==> src/rtl/cvt_regif_pkg.sv <==
package cvt_regif_pkg;
  localparam int CFG_W    = 13;
  localparam int BYTE_W   = 8;
  localparam int CHAN_LSB = 0;
  localparam int CHAN_W   = 4;
  localparam int ACQ_LSB  = 4;
  localparam int ACQ_W    = 2;
  localparam int HB_BIT   = 7;
  localparam int CMD_LSB  = 8;
  localparam int CMD_W    = 3;
  localparam int SYNC_BIT = 11;
  localparam int BW_BIT   = 12;

  typedef enum logic [CMD_W-1:0] {
    CMD_NONE  = 3'd0,
    CMD_CAL   = 3'd1,
    CMD_AZERO = 3'd2,
    CMD_START = 3'd3,
    CMD_STBY  = 3'd4,
    CMD_RESET = 3'd5
  } cmd_e;

  localparam int STB_CS = 0;
  localparam int STB_RD = 1;
  localparam int STB_WR = 2;
  localparam int STB_N  = 3;
endpackage

==> src/rtl/regif_strobe_sync.sv <==
module regif_strobe_sync #(
  parameter int N      = 3,
  parameter int STAGES = 2
) (
  input  logic         clk,
  input  logic         rst,
  input  logic [N-1:0] async_in,
  output logic [N-1:0] lvl,
  output logic [N-1:0] rise
);
  logic [N-1:0] pipe [STAGES];
  logic [N-1:0] last;

  always_ff @(posedge clk) begin
    if (rst) begin
      for (int i = 0; i < STAGES; i++) pipe[i] <= '1;
      last <= '1;
    end else begin
      pipe[0] <= async_in;
      for (int i = 1; i < STAGES; i++) pipe[i] <= pipe[i-1];
      last <= pipe[STAGES-1];
    end
  end

  assign lvl  = pipe[STAGES-1];
  assign rise = pipe[STAGES-1] & ~last;
endmodule

==> src/rtl/regif_cfg_wr.sv <==
module regif_cfg_wr
  import cvt_regif_pkg::*;
#(
  parameter int W  = CFG_W,
  parameter int BW = BYTE_W
) (
  input  logic         clk,
  input  logic         rst,
  input  logic         wide,
  input  logic         clr_ptr,
  input  logic         wr_stb,
  input  logic [W-1:0] din,
  output logic [W-1:0] cfg,
  output logic         cmd_pulse
);
  localparam int UP_W = W - BW;
  logic wptr;

  always_ff @(posedge clk) begin
    if (rst) begin
      cfg       <= '0;
      wptr      <= 1'b0;
      cmd_pulse <= 1'b0;
    end else begin
      cmd_pulse <= 1'b0;
      if (clr_ptr) begin
        wptr <= 1'b0;
      end else if (wr_stb) begin
        if (wide) begin
          cfg       <= din;
          cmd_pulse <= 1'b1;
        end else if (!wptr) begin
          cfg[BW-1:0] <= din[BW-1:0];
          wptr        <= din[HB_BIT];
        end else begin
          cfg[W-1:BW] <= din[UP_W-1:0];
          wptr        <= 1'b0;
          cmd_pulse   <= 1'b1;
        end
      end
    end
  end


  byte_cmd_hi_chk: assert property (@(posedge clk) disable iff (rst)
    (cmd_pulse && $past(!wide)) |-> $past(wptr));


  cfg_hold_chk: assert property (@(posedge clk) disable iff (rst)
    !$past(wr_stb) |-> $stable(cfg));


  wptr_clr_chk: assert property (@(posedge clk) disable iff (rst)
    $past(clr_ptr) |-> !wptr);
endmodule

==> src/rtl/regif_rd_path.sv <==
module regif_rd_path
  import cvt_regif_pkg::*;
#(
  parameter int RW = CFG_W,
  parameter int BW = BYTE_W
) (
  input  logic          clk,
  input  logic          rst,
  input  logic          wide,
  input  logic          clr_ptr,
  input  logic          rd_stb,
  input  logic          start_armed,
  input  logic [RW-1:0] result,
  output logic [RW-1:0] dout,
  output logic          conv_trig,
  output logic          rd_lo_evt,
  output logic          rd_hi_evt
);
  localparam int PAD = RW - BW;
  localparam int EXT = 2 * BW - RW;

  logic          rptr;
  logic [BW-1:0] lo_byte, hi_byte;

  assign lo_byte = result[BW-1:0];
  assign hi_byte = {{EXT{result[RW-1]}}, result[RW-1:BW]};

  always_ff @(posedge clk) begin
    if (rst) begin
      dout      <= '0;
      rptr      <= 1'b0;
      conv_trig <= 1'b0;
      rd_lo_evt <= 1'b0;
      rd_hi_evt <= 1'b0;
    end else begin
      conv_trig <= 1'b0;
      rd_lo_evt <= 1'b0;
      rd_hi_evt <= 1'b0;
      if (wide) dout <= result;
      else      dout <= {{PAD{1'b0}}, (rptr ? hi_byte : lo_byte)};
      if (clr_ptr) begin
        rptr <= 1'b0;
      end else if (rd_stb) begin
        if (wide) begin
          conv_trig <= start_armed;
        end else if (!rptr) begin
          rptr      <= 1'b1;
          rd_lo_evt <= 1'b1;
        end else begin
          rptr      <= 1'b0;
          rd_hi_evt <= 1'b1;
          conv_trig <= start_armed;
        end
      end
    end
  end


  byte_evt_excl_chk: assert property (@(posedge clk) disable iff (rst)
    $onehot0({rd_lo_evt, rd_hi_evt}));


  sign_rep_chk: assert property (@(posedge clk) disable iff (rst)
    $past(!wide && rptr && !clr_ptr) |-> (dout[BW-1:BW-EXT] == {EXT{dout[BW-EXT-1]}}));


  byte_trig_hi_chk: assert property (@(posedge clk) disable iff (rst)
    (conv_trig && $past(!wide)) |-> rd_hi_evt);


  rptr_clr_chk: assert property (@(posedge clk) disable iff (rst)
    $past(clr_ptr) |-> !rptr);
endmodule

==> src/rtl/cvt_host_regif.sv <==
module cvt_host_regif
  import cvt_regif_pkg::*;
#(
  parameter int DW          = CFG_W,
  parameter int SYNC_STAGES = 2
) (
  input  logic          clk,
  input  logic          rst,
  input  logic          bus_wide,
  input  logic          cs_n,
  input  logic          rd_n,
  input  logic          wr_n,
  input  logic [DW-1:0] din,
  input  logic [DW-1:0] result,
  output logic [DW-1:0] dout,
  output logic [3:0]    chan,
  output logic [1:0]    acq,
  output logic          sync_mode,
  output logic          bw_bit,
  output logic [2:0]    cmd,
  output logic          cmd_evt,
  output logic          conv_trig,
  output logic          rd_lo_evt,
  output logic          rd_hi_evt
);
  logic [STB_N-1:0] stb_lvl, stb_rise, stb_raw;
  logic             wide_q, clr_ptr, cs_act, rd_stb, wr_stb, start_armed;
  logic [DW-1:0]    cfg;

  assign stb_raw[STB_CS] = cs_n;
  assign stb_raw[STB_RD] = rd_n;
  assign stb_raw[STB_WR] = wr_n;

  regif_strobe_sync #(.N(STB_N), .STAGES(SYNC_STAGES)) u_sync (
    .clk(clk), .rst(rst), .async_in(stb_raw), .lvl(stb_lvl), .rise(stb_rise)
  );

  assign cs_act = ~stb_lvl[STB_CS];
  assign rd_stb = stb_rise[STB_RD] & cs_act;
  assign wr_stb = stb_rise[STB_WR] & cs_act;

  always_ff @(posedge clk) begin
    if (rst) wide_q <= bus_wide;
    else     wide_q <= bus_wide;
  end
  assign clr_ptr = bus_wide ^ wide_q;

  regif_cfg_wr #(.W(DW), .BW(BYTE_W)) u_cfg (
    .clk(clk), .rst(rst), .wide(bus_wide), .clr_ptr(clr_ptr), .wr_stb(wr_stb),
    .din(din), .cfg(cfg), .cmd_pulse(cmd_evt)
  );

  assign start_armed = (cfg[CMD_LSB +: CMD_W] == CMD_START);

  regif_rd_path #(.RW(DW), .BW(BYTE_W)) u_rd (
    .clk(clk), .rst(rst), .wide(bus_wide), .clr_ptr(clr_ptr), .rd_stb(rd_stb),
    .start_armed(start_armed), .result(result), .dout(dout),
    .conv_trig(conv_trig), .rd_lo_evt(rd_lo_evt), .rd_hi_evt(rd_hi_evt)
  );

  assign chan      = cfg[CHAN_LSB +: CHAN_W];
  assign acq       = cfg[ACQ_LSB +: ACQ_W];
  assign sync_mode = cfg[SYNC_BIT];
  assign bw_bit    = cfg[BW_BIT];
  assign cmd       = cfg[CMD_LSB +: CMD_W];

  logic unused_bits;
  assign unused_bits = &{stb_lvl[STB_RD], stb_lvl[STB_WR], stb_rise[STB_CS],
                         cfg[HB_BIT], cfg[HB_BIT-1]};


  reset_state_chk: assert property (@(posedge clk)
    $past(rst) |-> (cfg == '0 && dout == '0 && !cmd_evt && !conv_trig && !rd_lo_evt && !rd_hi_evt));


  trig_start_chk: assert property (@(posedge clk) disable iff (rst)
    conv_trig |-> $past(start_armed));
endmodule

==> config.mk <==
export PLATFORM = sky130hd
export DESIGN_NAME = cvt_host_regif
export DESIGN_NICKNAME = d
export VERILOG_FILES = /design/src/rtl/cvt_regif_pkg.sv /design/src/rtl/regif_strobe_sync.sv /design/src/rtl/regif_cfg_wr.sv /design/src/rtl/regif_rd_path.sv /design/src/rtl/cvt_host_regif.sv
export SDC_FILE = /design/constraint.sdc
export NUM_CORES = 1
export LEC_CHECK = 0
export ABC_AREA = 1
export BUFFER_PORTS_ARGS = -buffer_cell sky130_fd_sc_hd__buf_2
export CORE_UTILIZATION = 40
export CTS_CLUSTER_DIAMETER = 30
export DETAILED_ROUTE_END_ITERATION = 8
export HOLD_SLACK_MARGIN = 0.08
export PLACE_DENSITY = 0.72
export SLEW_MARGIN = 0
export SYNTH_ARGS = -nofsm -noshare
export SYNTH_HDL_FRONTEND = slang
export SYNTH_SLANG_ARGS = --single-unit
export TNS_END_PERCENT = 50
==> constraint.sdc <==
create_clock -name clk -period 2.9 [get_ports clk]
set_input_delay 0.435 -clock clk [delete_from_list [all_inputs] [get_ports clk]]
set_output_delay 0.435 -clock clk [all_outputs]
set_load 0.005 [all_outputs]
==> results.toml <==
[power]
power_leakage_uw = 0.000990
power_frac_comb_pct = 9.2
p_sw_share_pct = 23.9
irDropWorstVdd_mv = 0.271
intPower_uw = 757
pwr-share-clk_pct = 35.0
powerDensity_nw_per_um2 = 516
p_sw_uw = 237
power_frac_seq_pct = 55.8

[drt]
via_per_inst = 4.34
drtAntennaViolNets = 0
wirelength_mm = 2.78
first_pass_iters = 4
drt-initial-drc-count = 66
avgRoutedWirePerCell_um = 9.25
drc = 0
vias = 1306

[yosys]
syn_nets = 225
ys_types = 23
synth.yosys.seq_area_share_pct = 50.8
ys_ff_latch = 39
netlist_area_um2 = 1540
syn_inst = 192
syn_area_per_cell_um2 = 8.01
ys_warn_count = 0

[floorplanning]
design.portCount = 60
rows = 22
start_util_pct = 42.0
core-area_um2 = 3660
die_y_um = 64
die_area_um2 = 4100
die_w_um = 64

[run]
maxCapViolCount = 0

[sta]
post-route-period-util_pct = 56.6
slew_headroom_pct = 71.8
slew_violations = 0
min_period_ps = 1640
fmax_mhz = 609
skew_ps = 6.12
hold_viol_final = 0
setup-violations-final = 0
worst_pin_slew_ps = 423
tns_ps = 0
rsz0062_at_grt = "no"

[global_routing]
antenna_found_initial = 0
grt_pass1_wl_mm = 4.76
gr-total-overflow = 0
grt_most_used_layer = "met2"
use_met2_pct = 25.5
gr-usage-all-layers_pct = 15.0
grt_pass1_vias = 1150
gr-usage-met3_pct = 5.18
grt_use_met1_pct = 17.1
grt_max_degree = 19

[final_layout]
utilization_pct = 52.7
final_common_cell = "buf_2"
syn2layout_area_growth_pct = 25.5
layout_common_cells = "buf_2 (58), nor2_1 (43), dfxtp_1 (39)"
num_antenna_cells = 0
layout.nets = 285
drive_gt1_share_pct = 38.3

[clock_tree]
h-tree-depth = 2
cts_resized = 0
cts_buffers = 5
worstSkewPairLatency_ps = 280
cts_tree = "built"
post_cts_buffers = 0
clock-sinks = 39
clk_pin_slew_worst_paths_ps = 70
hold_buffers = 0
cts.path.max_buffers = 2
root_buffer = "clkbuf_8"

[placed_design]
io_buffers = 58
place_congestion = 0.766
dpl.hpwl_mm = 2.14

[hold_path]
hp-class = "in -> reg"

[worst_setup_path]
path_max_fanout = 17
cp-end-kind = "flop"
required_ps = 3080
critPathLaunchType = "primary input"
crit_type = "in -> reg"
cp.arrival_ps = 1820

[status]
outcome = "complete, no violations"
[state kept, by name, summed over array words and instances, names as in the netlist, 2 cells and up]
| signal | count |
|---|---|
| u_rd.dout | 13 |
| u_cfg.cfg | 11 |
| u_sync.last | 2 |
| u_sync.pipe | 6 |
[synth_stat cells]
master	count	share of area, %
o21ai_2	2	1.1
a21boi_1	1	0.49
nand3_1	13	4.2
or2_2	7	2.8
inv_1	17	4.1
nand2_2	5	2.0
buf_6	2	1.5
nor2_4	3	2.2
o21ai_1	1	0.33
nor2_8	1	1.3
buf_2	2	0.65
nor2_2	3	1.2
nand2_1	23	5.6
dfxtp_1	39	51
ha_1	1	0.81
a21oi_4	1	1.1
inv_2	9	2.2
buf_8	1	0.98
a21oi_1	9	2.9
nand4_1	2	0.81
nor2_1	43	10
o21ai_0	4	1.3
nor3_1	3	0.98
[cell families after synthesis]
| kind of cell | count (synthesis) | synth area share (%) |
|---|---|---|
| adders and majority gates | 1 | 0.814 |
| buffers and inverters | 31 | 9.44 |
| AOI/OAI and AO/OA | 18 | 7.24 |
| DFF | 39 | 50.8 |
| and+or+nand+nor | 103 | 31.7 |
[routing by layer]
layer | vias to the layer above | routed length (µm)
li1 | 706 | -
met1 | 569 | 1310
met2 | 28 | 1300
met3 | 3 | 157
met4 | 0 | 23
met5 | - | 0
[worst paths after layout]
kind	startpoint	endpoint	slack, ps	cells past startpoint
worst max register to register	wide_q	u_cfg.cfg[12]	1610	6
worst min-delay path	cs_n	u_sync.pipe[0][0]	330	2
worst min register to register	u_sync.pipe[0][0]	u_sync.pipe[0][3]	410	1
worst max-delay path	bus_wide	u_cfg.cfg[12]	1260	7
[through the flow]
step           hold slack (ps)  cell area (µm²)  total power, µW  std cells  setup WS, ps
2_1_floorplan              389             1540              626        192          1400
3_3_place_gp               391             1840              658        293           965
3_5_place_dp               396             1840              660        293           958
4_1_cts                    322             1930             1010        301          1260
5_1_grt                    318             1930             1040        301          1130
6_report                   330             1930              995        301          1260
[worst max-delay path, stage by stage]
cell,delay (ps)
buf_2,350
inv_2,140
ha_1,430
nor2_2,220
nand3_1,110
nand2_1,90
nor2_1,40
[final cells by class]
cell class                      count  area (µm²)
Clock inverter                      3        20.0
Clock buffer                        5        68.8
Fill cell                         379        1730
Inverter                           26        97.6
Tap cell                           48        60.1
Timing Repair Buffer               58         290
Sequential cell                    39         781
Multi-Input combinational cell    122         612
[power by group through the flow]
stage	Clock, µW	Combinational (µW)	Sequential (µW)
CTS	361	92.9	555
global placement	0	91.7	567
detailed placement	0	92.7	567
floorplan	0	57.4	568
global route	384	105	556
finish	348	91.9	555
No activity file was read; power rests on OpenSTA's default activity.
